--- src/rtl/oneshot_pkg.sv ---
package oneshot_pkg;

    // Sampled levels of the three control inputs.
    typedef struct packed {
        logic trig_n;
        logic trig_p;
        logic clear_n;
    } os_pins_t;

    // Edge events derived from one cycle of history.
    typedef struct packed {
        logic trig_fall;
        logic trig_rise;
        logic clear_rise;
        logic clear_fall;
    } os_edges_t;

    // Idle levels used as history after reset.
    localparam os_pins_t OS_IDLE = '{trig_n: 1'b1, trig_p: 1'b0, clear_n: 1'b1};

    // Counter width able to hold the value n (at least one bit).
    function automatic int unsigned cnt_width(input int unsigned n);
        return (n < 1) ? 1 : $clog2(n + 1);
    endfunction

endpackage

--- src/rtl/os_edge_detect.sv ---
module os_edge_detect
    import oneshot_pkg::*;
(
    input  logic      clk,
    input  logic      rst,
    input  os_pins_t  pins,
    output os_edges_t edges
);
    os_pins_t prev;

    always_ff @(posedge clk) begin
        if (rst) prev <= OS_IDLE;
        else     prev <= pins;
    end

    always_comb begin
        edges.trig_fall  =  prev.trig_n  & ~pins.trig_n;
        edges.trig_rise  = ~prev.trig_p  &  pins.trig_p;
        edges.clear_rise = ~prev.clear_n &  pins.clear_n;
        edges.clear_fall =  prev.clear_n & ~pins.clear_n;
    end
endmodule

--- src/rtl/os_trig_qualify.sv ---
module os_trig_qualify
    import oneshot_pkg::*;
(
    input  os_pins_t  pins,
    input  os_edges_t edges,
    input  logic      busy,
    output logic      accept
);
    logic via_fall, via_rise, via_clear;

    always_comb begin
        via_fall  = edges.trig_fall  &  pins.trig_p & pins.clear_n;
        via_rise  = edges.trig_rise  & ~pins.trig_n & pins.clear_n;
        via_clear = edges.clear_rise & ~pins.trig_n & pins.trig_p;
        accept    = (via_fall | via_rise | via_clear) & ~busy;
    end
endmodule

--- src/rtl/os_recovery.sv ---
module os_recovery
    import oneshot_pkg::*;
#(
    parameter int unsigned RECOVER_CYCLES = 4
) (
    input  logic clk,
    input  logic rst,
    input  logic clear_fall,
    output logic busy
);
    localparam int unsigned REC_W = cnt_width(RECOVER_CYCLES);
    localparam logic [REC_W-1:0] REC_LOAD = REC_W'(RECOVER_CYCLES);

    logic [REC_W-1:0] remain;

    always_ff @(posedge clk) begin
        if (rst)
            remain <= '0;
        else if (clear_fall)
            remain <= REC_LOAD;
        else if (remain != '0)
            remain <= remain - 1'b1;
    end

    assign busy = (remain != '0);
endmodule

--- src/rtl/os_pulse_timer.sv ---
module os_pulse_timer #(
    parameter int unsigned WIDTH_W = 8
) (
    input  logic               clk,
    input  logic               rst,
    input  logic               clear_n,
    input  logic               accept,
    input  logic [WIDTH_W-1:0] width,
    output logic               active,
    output logic [WIDTH_W-1:0] remain
);
    logic [WIDTH_W-1:0] load_val;

    // A zero setting still yields one cycle of output.
    assign load_val = (width == '0) ? WIDTH_W'(1) : width;

    always_ff @(posedge clk) begin
        if (rst || !clear_n)
            remain <= '0;
        else if (accept)
            remain <= load_val;
        else if (remain != '0)
            remain <= remain - 1'b1;
    end

    assign active = (remain != '0);
endmodule

--- src/rtl/retrig_oneshot.sv ---
module retrig_oneshot
    import oneshot_pkg::*;
#(
    parameter int unsigned WIDTH_W        = 8,
    parameter int unsigned RECOVER_CYCLES = 4
) (
    input  logic               clk,
    input  logic               rst,
    input  logic               trig_n,
    input  logic               trig_p,
    input  logic               clear_n,
    input  logic [WIDTH_W-1:0] width,
    output logic               pulse,
    output logic               pulse_n
);
    os_pins_t           pins;
    os_edges_t          edges;
    logic               rec_busy;
    logic               trig_accept;
    logic               tmr_active;
    logic [WIDTH_W-1:0] tmr_remain;

    assign pins = '{trig_n: trig_n, trig_p: trig_p, clear_n: clear_n};

    os_edge_detect u_edge (
        .clk   (clk),
        .rst   (rst),
        .pins  (pins),
        .edges (edges)
    );

    os_recovery #(.RECOVER_CYCLES(RECOVER_CYCLES)) u_rec (
        .clk        (clk),
        .rst        (rst),
        .clear_fall (edges.clear_fall),
        .busy       (rec_busy)
    );

    os_trig_qualify u_qual (
        .pins   (pins),
        .edges  (edges),
        .busy   (rec_busy),
        .accept (trig_accept)
    );

    os_pulse_timer #(.WIDTH_W(WIDTH_W)) u_tmr (
        .clk     (clk),
        .rst     (rst),
        .clear_n (clear_n),
        .accept  (trig_accept),
        .width   (width),
        .active  (tmr_active),
        .remain  (tmr_remain)
    );

    assign pulse   = tmr_active;
    assign pulse_n = ~tmr_active;
endmodule

--- config.mk ---
export PLATFORM = sky130hd
export DESIGN_NAME = retrig_oneshot
export DESIGN_NICKNAME = d
export VERILOG_FILES = /design/src/rtl/oneshot_pkg.sv /design/src/rtl/os_edge_detect.sv /design/src/rtl/os_trig_qualify.sv /design/src/rtl/os_recovery.sv /design/src/rtl/os_pulse_timer.sv /design/src/rtl/retrig_oneshot.sv
export SDC_FILE = /design/constraint.sdc
export NUM_CORES = 1
export LEC_CHECK = 0
export BUFFER_PORTS_ARGS = -buffer_cell sky130_fd_sc_hd__buf_2
export CORE_UTILIZATION = 38
export DETAILED_ROUTE_END_ITERATION = 12
export GPL_TIMING_DRIVEN = 0
export PLACE_DENSITY = 0.64
export SYNTH_ARGS = -nofsm -noshare
export SYNTH_HDL_FRONTEND = slang
export SYNTH_SLANG_ARGS = --single-unit
--- constraint.sdc ---
create_clock -name clk -period 3.1 [get_ports clk]
set_clock_uncertainty 0.05 [all_clocks]
set_input_delay 0.155 -clock clk [delete_from_list [all_inputs] [get_ports clk]]
set_output_delay 0.155 -clock clk [all_outputs]
set_load 0.02 [all_outputs]
==> results of run 1 <==
## worst reg2reg max path, cell delays in order (launching register included)
cell and delay (ns):
dfxtp_1 0.35, inv_1 0.05, ha_1 0.21, ha_1 0.26, and4b_1 0.25, o21ai_1 0.38
o211ai_1 0.20, a21oi_1 0.18
## state kept, by name (all words and copies together) (netlist names)
signal	count
u_edge.prev	3
u_rec.remain	3
u_tmr.remain	8
## cells in the mapped netlist (all sizes together)
| master | instances | area (µm²) |
|---|---|---|
| xnor2 | 1 | 8.76 |
| a311oi | 1 | 8.76 |
| ha | 4 | 50.1 |
| o211ai | 2 | 15.0 |
| nor3 | 4 | 20.0 |
| o21ai | 2 | 10.0 |
| nor4b | 1 | 23.8 |
| nor4 | 3 | 33.8 |
| a21boi | 1 | 7.51 |
| xor2 | 2 | 17.5 |
| nand3b | 1 | 20.0 |
| buf | 1 | 3.75 |
| nand3 | 3 | 15.0 |
| inv | 8 | 30.0 |
| and4b | 1 | 10.0 |
| or4 | 2 | 18.8 |
| nor2 | 7 | 26.3 |
| dfxtp | 14 | 280 |
| nor2b | 3 | 18.8 |
| mux2i | 1 | 10.0 |
| o21a | 2 | 15.0 |
| a211oi | 3 | 27.5 |
| a21oi | 6 | 33.8 |
| nand2 | 7 | 26.3 |
| nand2b | 1 | 6.26 |
| a221o | 1 | 10.0 |
| or2 | 2 | 12.5 |
| o31ai | 1 | 7.51 |
## metal layers
metal / global-route usage [%] / part of all wire [%] / vias to the layer above
li1: - / - / 338
met1: 25.2 / 54 / 287
met2: 23.6 / 41 / 13
met3: 3.46 / 2.6 / 5
met4: 8.57 / 2.4 / 0
met5: 0 / 0 / -
## layout make-up
| type | instances | area [µm²] | area share [%] |
|---|---|---|---|
| multi-input combinational | 62 | 453 | 50.8 |
| sequential | 14 | 280 | 31.5 |
| tap | 25 | 31.3 | 3.51 |
| buffer | 1 | 3.75 | 0.421 |
| timing repair buffer | 14 | 70.1 | 7.87 |
| inverter | 8 | 30.0 | 3.37 |
| clock buffer | 3 | 22.5 | 2.53 |
## worst paths after layout
kind	to	slack, ns	cells after the start
max	pulse_n	1.11	6
min	u_edge.prev[2]$_SDFF_PP1_	0.03	2
max reg2reg	u_tmr.remain[4]$_SDFFE_PP0P_	1.12	7
min reg2reg	u_rec.remain[1]$_SDFFE_PP0P_	0.49	2
## kinds of logic (layout without fill, tap and decap cells)
family	count (synthesis)	count (layout)	share of synthesized area [%]
AOI/OAI and AO/OA	19	19	17.6
muxes	1	1	1.31
and+or+nand+nor	35	35	30.2
xor gates and xnor gates	3	3	3.43
buffers and inverters	9	26	4.40
DFF	14	14	36.5
adders and majority gates	4	4	6.53
## metrics by stage
stage / hold WS (ns) / util (%)
3_5_place_dp: 0.321 / 48.2
5_1_grt: 0.0308 / 49.4
2_1_floorplan: 0.177 / -
3_3_place_gp: 0.308 / 48.2
4_1_cts: 0.0324 / 49.4
6_report: 0.0349 / 49.4
## power groups by stage
stage,sequential [mW],clock [mW],combinational [mW]
global placement,0.299,0,0.642
floorplan,0.285,0,0.522
detailed placement,0.300,0,0.643
CTS,0.296,0.103,0.647
finish,0.297,0.0998,0.642
global route,0.306,0.112,0.707
## cells in the final DEF, fill, tap and decap left out, types with 2 or more instances in the layout
master / instances
inv_1: 8
nor4_1: 2
o21a_1: 2
o211ai_1: 2
nand3_1: 3
a21oi_1: 5
clkbuf_4: 3
xor2_1: 2
nor2b_1: 3
or2_2: 2
dfxtp_1: 14
ha_1: 4
nand2_1: 7
nor2_1: 7
nor3_1: 4
a211oi_1: 2
buf_2: 14
==> impl_metrics.py, run 1 <==
metrics = {
    "outcome": {
        "outcome": "finished, final reports clean",
    },
    "detailed_routing": {
        "num_vias": 643,
        "drt-total-wl_um": 1500,
        "wl_per_cell_um": 11.8,
        "drt-initial-drc-count": 8,
        "dr.pass1.iters": 4,
        "vias_per_cell": 5.06,
        "drc": 0,
        "drtAntennaViolNets": 0,
    },
    "sta": {
        "fmax_ghz": 0.503,
        "hold_viol": 0,
        "fin_crit_sh_pct": 64.1,
        "setup_viol": 0,
        "period_minus_slack_ns": 1.99,
        "rsz0062_at_grt": "no",
        "worst_pin_slew_ns": 0.689,
        "max_slew_margin_pct": 53.8,
        "tns_ns": 0,
        "setup_ws_ns": 1.11,
        "finalMaxSlewViolations": 0,
    },
    "cells_and_area": {
        "drive_gt1_share_pct": 24.5,
        "n_fill_cell": 203,
        "diodes": 0,
        "nNetsFinal": 121,
        "syn2layout_area_growth_pct": 16.1,
        "final_cell_area_um2": 891,
        "fin_cells": 127,
    },
    "clock_network": {
        "clockRootBuffer": "clkbuf_4",
        "clock_sinks": 14,
        "cts_resized": 0,
        "htree_levels": 1,
        "clockBufferDepth": 2,
        "clkTransAtPathRegs_ns": 0.08,
        "cts_setup_buffers": 0,
        "numCtsBuffers": 3,
        "clk_latency_ns": 0.28,
        "cts_tree": "built",
        "hold_buffers": 0,
    },
    "place": {
        "dp.cells": 124,
        "placed_area_um2": 868,
        "gp_congestion": 0.764,
        "post-dp-hpwl_um": 1150,
        "portBuffers": 14,
        "place_ws_ns": 1.13,
    },
    "synth": {
        "ys_warn_count": 0,
        "synthCells": 85,
        "ys_seq_area_share_pct": 36.5,
        "syn-num-nets": 102,
        "postSynthAreaPerCell_um2": 9.02,
        "netlist_area_um2": 767,
        "ys_ff_latch": 14,
        "yosysUniqueCellTypes": 33,
    },
    "setup_path": {
        "crit_chain": "inv_1, ha_1, nor4b_4, nand3b_4, inv_1, buf_2",
        "timing.rr.start": "u_rec.remain[0]$_SDFFE_PP0P_",
        "slowest_stage": "nor4b_4",
        "crit_family": "simple AND/OR/NAND/NOR gates",
        "cp_max_fo": 8,
        "crit_start": "u_tmr.remain[0]$_SDFFE_PP0P_",
        "arrival_ns": 1.78,
        "crit_path_start_kind": "register",
        "slowest_delay_ns": 0.41,
        "critPathBufInv": 3,
        "critPathMostFrequentCell": "inv_1",
        "crit_path_end_kind": "output pin",
        "critPathRequiredTime_ns": 2.89,
        "criticalPathCategory": "register to output pin",
    },
    "power_and_ir_drop": {
        "power.share.clock_pct": 9.6,
        "p_per_area_nw_per_um2": 1170,
        "intPower_uw": 574,
        "p_comb_share_pct": 61.8,
        "peakVddDrop_mv": 0.507,
        "finalPower_mw": 1.04,
        "p_leak_nw": 0.376,
        "pwr-share-seq_pct": 28.6,
        "power_switching_share_pct": 44.7,
        "switchingPower_uw": 464,
    },
    "min_path": {
        "holdCritPathClass": "input pin to register",
        "hold_start": "trig_n",
    },
    "die": {
        "die_x_um": 46.9,
        "die_area_um2": 2200,
        "core_um2": 1800,
        "placementRows": 15,
        "pin_count": 15,
        "start_util_pct": 42.6,
        "die_h_um": 46.9,
    },
    "global_route": {
        "globalRouteTotalUtil_pct": 17.2,
        "overflow": 0,
        "grt_pass1_wl_um": 2640,
        "antenna_found_initial": 0,
        "grt_pass1_vias": 605,
        "grt_max_degree": 11,
    },
    "run": {
        "maxCapViolCount": 0,
    },
}
No activity file was read; power rests on OpenSTA's default activity.
==> inputs of run 2 (changes only) <==
Clock period 3.1 ns to 2.1 ns, I/O delays scaled along.
==> impl_metrics.py, run 2 (synthesis results as in run 1) <==
metrics = {
    "setup_path": {
        "criticalPathCategory": "register to output pin",
        "slowest_stage": "nor4b_4",
        "rrSetupSlack_ns": 0.21,
        "critPathMostFrequentCell": "inv_1",
        "rr_worst_depth": 6,
        "reg2reg_to": "u_tmr.remain[1]$_SDFFE_PP0P_",
        "timing.rr.start": "u_tmr.remain[0]$_SDFFE_PP0P_",
        "cp_max_fo": 8,
        "arrival_ns": 1.78,
        "critPathRequiredTime_ns": 1.95,
        "crit_chain": "inv_1, ha_1, nor4b_4, nand3b_4, inv_1, buf_2",
        "slowest_delay_ns": 0.41,
        "crit_path_end_kind": "output pin",
        "crit_path_start_kind": "register",
    },
    "detailed_routing": {
        "vias_per_cell": 5.14,
        "dr.pass1.iters": 4,
        "drtAntennaViolNets": 0,
        "drc": 0,
        "drt-initial-drc-count": 11,
        "num_vias": 663,
        "wl_per_cell_um": 11.9,
        "drt-total-wl_um": 1540,
    },
    "die": {
        "die_x_um": 46.9,
        "core_um2": 1800,
        "die_area_um2": 2200,
        "pin_count": 15,
        "placementRows": 15,
        "start_util_pct": 42.6,
        "die_h_um": 46.9,
    },
    "cells_and_area": {
        "largest_register_ffs": 8,
        "nNetsFinal": 123,
        "top_register": "u_tmr.remain",
        "n_fill_cell": 199,
        "diodes": 0,
        "layout_common_cells": "buf_2 (14), dfxtp_1 (14), inv_1 (8)",
        "final_cell_area_um2": 915,
        "syn2layout_area_growth_pct": 19.2,
        "top_regs": "u_tmr.remain: 8 flops, u_edge.prev: 3 flops, u_rec.remain: 3 flops",
        "drive_gt1_share_pct": 25.0,
    },
    "global_route": {
        "antenna_found_initial": 0,
        "grt_pass1_vias": 614,
        "grt_pass1_wl_um": 2660,
        "grt_max_degree": 11,
        "globalRouteTotalUtil_pct": 17.4,
        "overflow": 0,
    },
    "clock_network": {
        "cts_tree": "built",
        "clockBufferDepth": 2,
        "htree_levels": 1,
        "clk_latency_ns": 0.28,
        "clkTransAtPathRegs_ns": 0.08,
        "numCtsBuffers": 3,
        "clock_sinks": 14,
        "clockRootBuffer": "clkbuf_4",
    },
    "sta": {
        "max_slew_margin_pct": 71.9,
        "setup_viol": 0,
        "rsz0062_at_grt": "no",
        "fmax_ghz": 0.516,
        "fin_crit_sh_pct": 92.3,
        "worst_pin_slew_ns": 0.420,
        "hold_viol": 0,
        "finalMaxSlewViolations": 0,
        "tns_ns": 0,
        "period_minus_slack_ns": 1.94,
    },
    "place": {
        "portBuffers": 14,
        "placed_area_um2": 868,
        "gp_congestion": 0.764,
        "post-dp-hpwl_um": 1150,
    },
    "min_path": {
        "hold_start": "rst",
        "holdCritPathClass": "input pin to register",
        "hold_path_end": "u_edge.prev[1]$_SDFF_PP0_",
        "holdPathStages": 2,
    },
    "power_and_ir_drop": {
        "peakVddDrop_mv": 0.748,
        "p_per_area_nw_per_um2": 1680,
        "p_leak_nw": 0.385,
    },
    "outcome": {
        "outcome": "finished, final reports clean",
    },
    "run": {
        "maxCapViolCount": 0,
    },
}
[run 2: cell types whose count changed in the layout (fill, tap and decap cells not counted), sizes merged]
cell         previous run  this run
dlygate4sd3             0         2
[run 2: stage by stage]
stage / utilization (%) / hold WS (ns) / setup slack (ns) / std cells / total power [mW]
global placement: 48.2 / 0.258 / 0.140 / 124 / 1.39
finish: 50.8 / 0.0197 / 0.162 / 129 / 1.54
CTS: 50.6 / 0.0169 / 0.110 / 129 / 1.55
global route: 50.8 / 0.00669 / 0.0343 / 129 / 1.66
detailed placement: 48.2 / 0.271 / 0.133 / 124 / 1.39
floorplan: - / 0.127 / 0.374 / 85 / 1.19
[run 2: final cells by class]
| type | count | area (µm²) | share of cell area [%] |
|---|---|---|---|
| timing repair buffer | 16 | 90.1 | 9.85 |
| inverter | 8 | 30.0 | 3.28 |
| multi-input combinational | 62 | 457 | 49.9 |
| clock buffer | 3 | 22.5 | 2.46 |
| tap | 25 | 31.3 | 3.42 |
| buffer | 1 | 3.75 | 0.410 |
| sequential | 14 | 280 | 30.6 |
[run 2: report_power, final]
part           internal, mW  switching, mW
logic                 0.448          0.504
registers             0.336          0.102
clock network        0.0665         0.0809
[run 2: timing repair]
action / CTS / global route
setup buffers: 0 / 0
setup endpoints to repair: 0 / 6
endpoints found under the hold margin: 2 / 0
gates resized for setup: 0 / 1
hold buffers: 2 / 0
[run 2: worst max path at each step]
stage | startpoint | endpoint | slack, ns | cells after the start
floorplan | u_rec.remain[0]$_SDFFE_PP0P_ | u_tmr.remain[0]$_SDFFE_PP0P_ | 0.37 | 7
global placement | u_rec.remain[0]$_SDFFE_PP0P_ | u_tmr.remain[0]$_SDFFE_PP0P_ | 0.14 | 7
detailed placement | u_rec.remain[0]$_SDFFE_PP0P_ | u_tmr.remain[0]$_SDFFE_PP0P_ | 0.13 | 7
CTS | u_rec.remain[0]$_SDFFE_PP0P_ | u_tmr.remain[0]$_SDFFE_PP0P_ | 0.11 | 7
global route | u_tmr.remain[0]$_SDFFE_PP0P_ | pulse_n | 0.03 | 6
finish | u_tmr.remain[0]$_SDFFE_PP0P_ | pulse_n | 0.16 | 6
[run 2: worst max-delay path: cells and delay by family, from the launching register on]
kind,cells,cell delay (ns)
AND/OR/NAND/NOR,2,0.60
adder cells (fa/ha/maj),1,0.23
flip-flops,1,0.36
buffers and inverters,3,0.30
[run 2: routing by layer]
layer	up-vias	part of all wire, %	global-route usage [%]
li1	344	-	-
met1	297	51	24.7
met2	17	43	25.0
met3	5	3.7	3.46
met4	0	2.3	8.57
met5	-	0	0
==> inputs of run 3 (changes only) <==
==> constraint.sdc (replaced) <==
create_clock -name clk -period 2.1 [get_ports clk]
set_clock_uncertainty 0.05 [all_clocks]
set_input_delay 0 -clock clk [delete_from_list [all_inputs] [get_ports clk]]
set_output_delay 0 -clock clk [all_outputs]
set_load 0.02 [all_outputs]
==> impl_metrics.py, run 3 (synthesis results as in run 1) <==
metrics = {
    "sta": {
        "worst_pin_slew_ns": 0.430,
        "period_minus_slack_ns": 1.89,
        "rsz0062_at_grt": "no",
        "fmax_ghz": 0.529,
        "max_slew_margin_pct": 71.3,
        "hold_viol": 0,
        "tns_ns": 0,
        "fin_crit_sh_pct": 90.0,
        "setup_viol": 0,
        "finalMaxSlewViolations": 0,
    },
    "clock_network": {
        "cts_tree": "built",
        "clk_latency_ns": 0.28,
        "clockRootBuffer": "clkbuf_4",
        "htree_levels": 1,
        "clockBufferDepth": 2,
        "clock_sinks": 14,
        "clkTransAtPathRegs_ns": 0.08,
        "numCtsBuffers": 3,
    },
    "power_and_ir_drop": {
        "peakVddDrop_mv": 0.747,
        "p_per_area_nw_per_um2": 1510,
        "p_leak_nw": 0.434,
    },
    "place": {
        "post-dp-hpwl_um": 1150,
        "portBuffers": 14,
        "placed_area_um2": 868,
        "gp_congestion": 0.764,
    },
    "die": {
        "die_area_um2": 2200,
        "die_h_um": 46.9,
        "core_um2": 1800,
        "die_x_um": 46.9,
        "start_util_pct": 42.6,
        "placementRows": 15,
        "pin_count": 15,
    },
    "cells_and_area": {
        "layout_common_cells": "dlygate4sd3_1 (14), buf_2 (14), dfxtp_1 (14)",
        "top_register": "u_tmr.remain",
        "final_cell_area_um2": 1030,
        "n_fill_cell": 180,
        "syn2layout_area_growth_pct": 34.9,
        "drive_gt1_share_pct": 22.4,
        "diodes": 0,
        "largest_register_ffs": 8,
        "nNetsFinal": 135,
        "top_regs": "u_tmr.remain: 8 flops, u_edge.prev: 3 flops, u_rec.remain: 3 flops",
    },
    "setup_path": {
        "slowest_delay_ns": 0.41,
        "arrival_ns": 2.06,
        "crit_family": "simple AND/OR/NAND/NOR gates",
        "critPathBufInv": 1,
        "critPathRequiredTime_ns": 2.27,
        "slowest_stage": "nor4b_4",
        "criticalPathCategory": "register to register",
        "crit_path_start_kind": "register",
        "cp_max_fo": 8,
        "crit_chain": "inv_1, ha_1, nor4b_4, nand3b_4, a221o_1, a21oi_2",
        "crit_path_end_kind": "register",
    },
    "global_route": {
        "globalRouteTotalUtil_pct": 19.7,
        "antenna_found_initial": 0,
        "grt_pass1_wl_um": 3000,
        "overflow": 0,
        "grt_max_degree": 11,
        "grt_pass1_vias": 676,
    },
    "detailed_routing": {
        "drtAntennaViolNets": 0,
        "vias_per_cell": 5.08,
        "dr.pass1.iters": 4,
        "num_vias": 716,
        "drt-initial-drc-count": 12,
        "wl_per_cell_um": 12.2,
        "drt-total-wl_um": 1730,
        "drc": 0,
    },
    "outcome": {
        "outcome": "finished, final reports clean",
    },
    "min_path": {
        "holdCritPathClass": "input pin to register",
    },
    "run": {
        "maxCapViolCount": 0,
    },
}
-- run 3: power by group --
part	leakage (nW)	switching (mW)	internal, mW
Clock	0.0138	0.0816	0.0665
Sequential	0.115	0.102	0.336
Combinational	0.305	0.509	0.462
-- run 3: area by class of cell --
cell class              instances  area (µm²)  area share [%]
repair buffers                 28         210            20.3
flip-flops and latches         14         280            27.1
well taps                      25        31.3            3.02
clock buffers                   3        22.5            2.18
inverters                       8        30.0            2.90
plain buffers                   1        3.75           0.363
multi-input cells              62         457            44.1
-- run 3: final timing paths --
| kind | startpoint | to | slack (ns) | depth (start not counted) |
|---|---|---|---|---|
| max reg2reg | u_tmr.remain[0]$_SDFFE_PP0P_ | u_tmr.remain[1]$_SDFFE_PP0P_ | 0.21 | 6 |
| min reg2reg | u_rec.remain[1]$_SDFFE_PP0P_ | u_rec.remain[1]$_SDFFE_PP0P_ | 0.49 | 2 |
| min | width[0] | u_tmr.remain[0]$_SDFFE_PP0P_ | 0.06 | 3 |
| max | u_tmr.remain[0]$_SDFFE_PP0P_ | u_tmr.remain[1]$_SDFFE_PP0P_ | 0.21 | 6 |
-- run 3: what timing repair did --
item / CTS / global route
endpoints found under the hold margin: 13 / 0
setup endpoints to repair: 0 / 6
setup buffers: 0 / 0
hold buffers: 14 / 0
resized for setup: 0 / 1
-- run 3: stage by stage --
| step | std cells | power [mW] | util [%] | setup WS (ns) | hold WS [ns] |
|---|---|---|---|---|---|
| after floorplan | 85 | 1.19 | - | 0.374 | 0.0216 |
| after global placement | 124 | 1.39 | 48.2 | 0.140 | 0.153 |
| after detailed placement | 124 | 1.39 | 48.2 | 0.133 | 0.166 |
| after CTS | 141 | 1.56 | 57.2 | 0.110 | 0.0543 |
| after global routing | 141 | 1.69 | 57.4 | 0.0925 | 0.115 |
| final | 141 | 1.56 | 57.4 | 0.210 | 0.0630 |
-- run 3: tightest hold or removal path, cell delays in order --
cell and delay, ns:
buf_2 0.09, nor3_1 0.04, a211oi_1 0.21
-- run 3: routing by layer --
layer | vias up | part of all wire (%) | global-route usage, %
met5 | - | 0 | 0
met3 | 5 | 3.4 | 3.85
met2 | 20 | 47 | 30.3
li1 | 368 | - | -
met1 | 323 | 47 | 26.9
met4 | 0 | 2.2 | 8.57
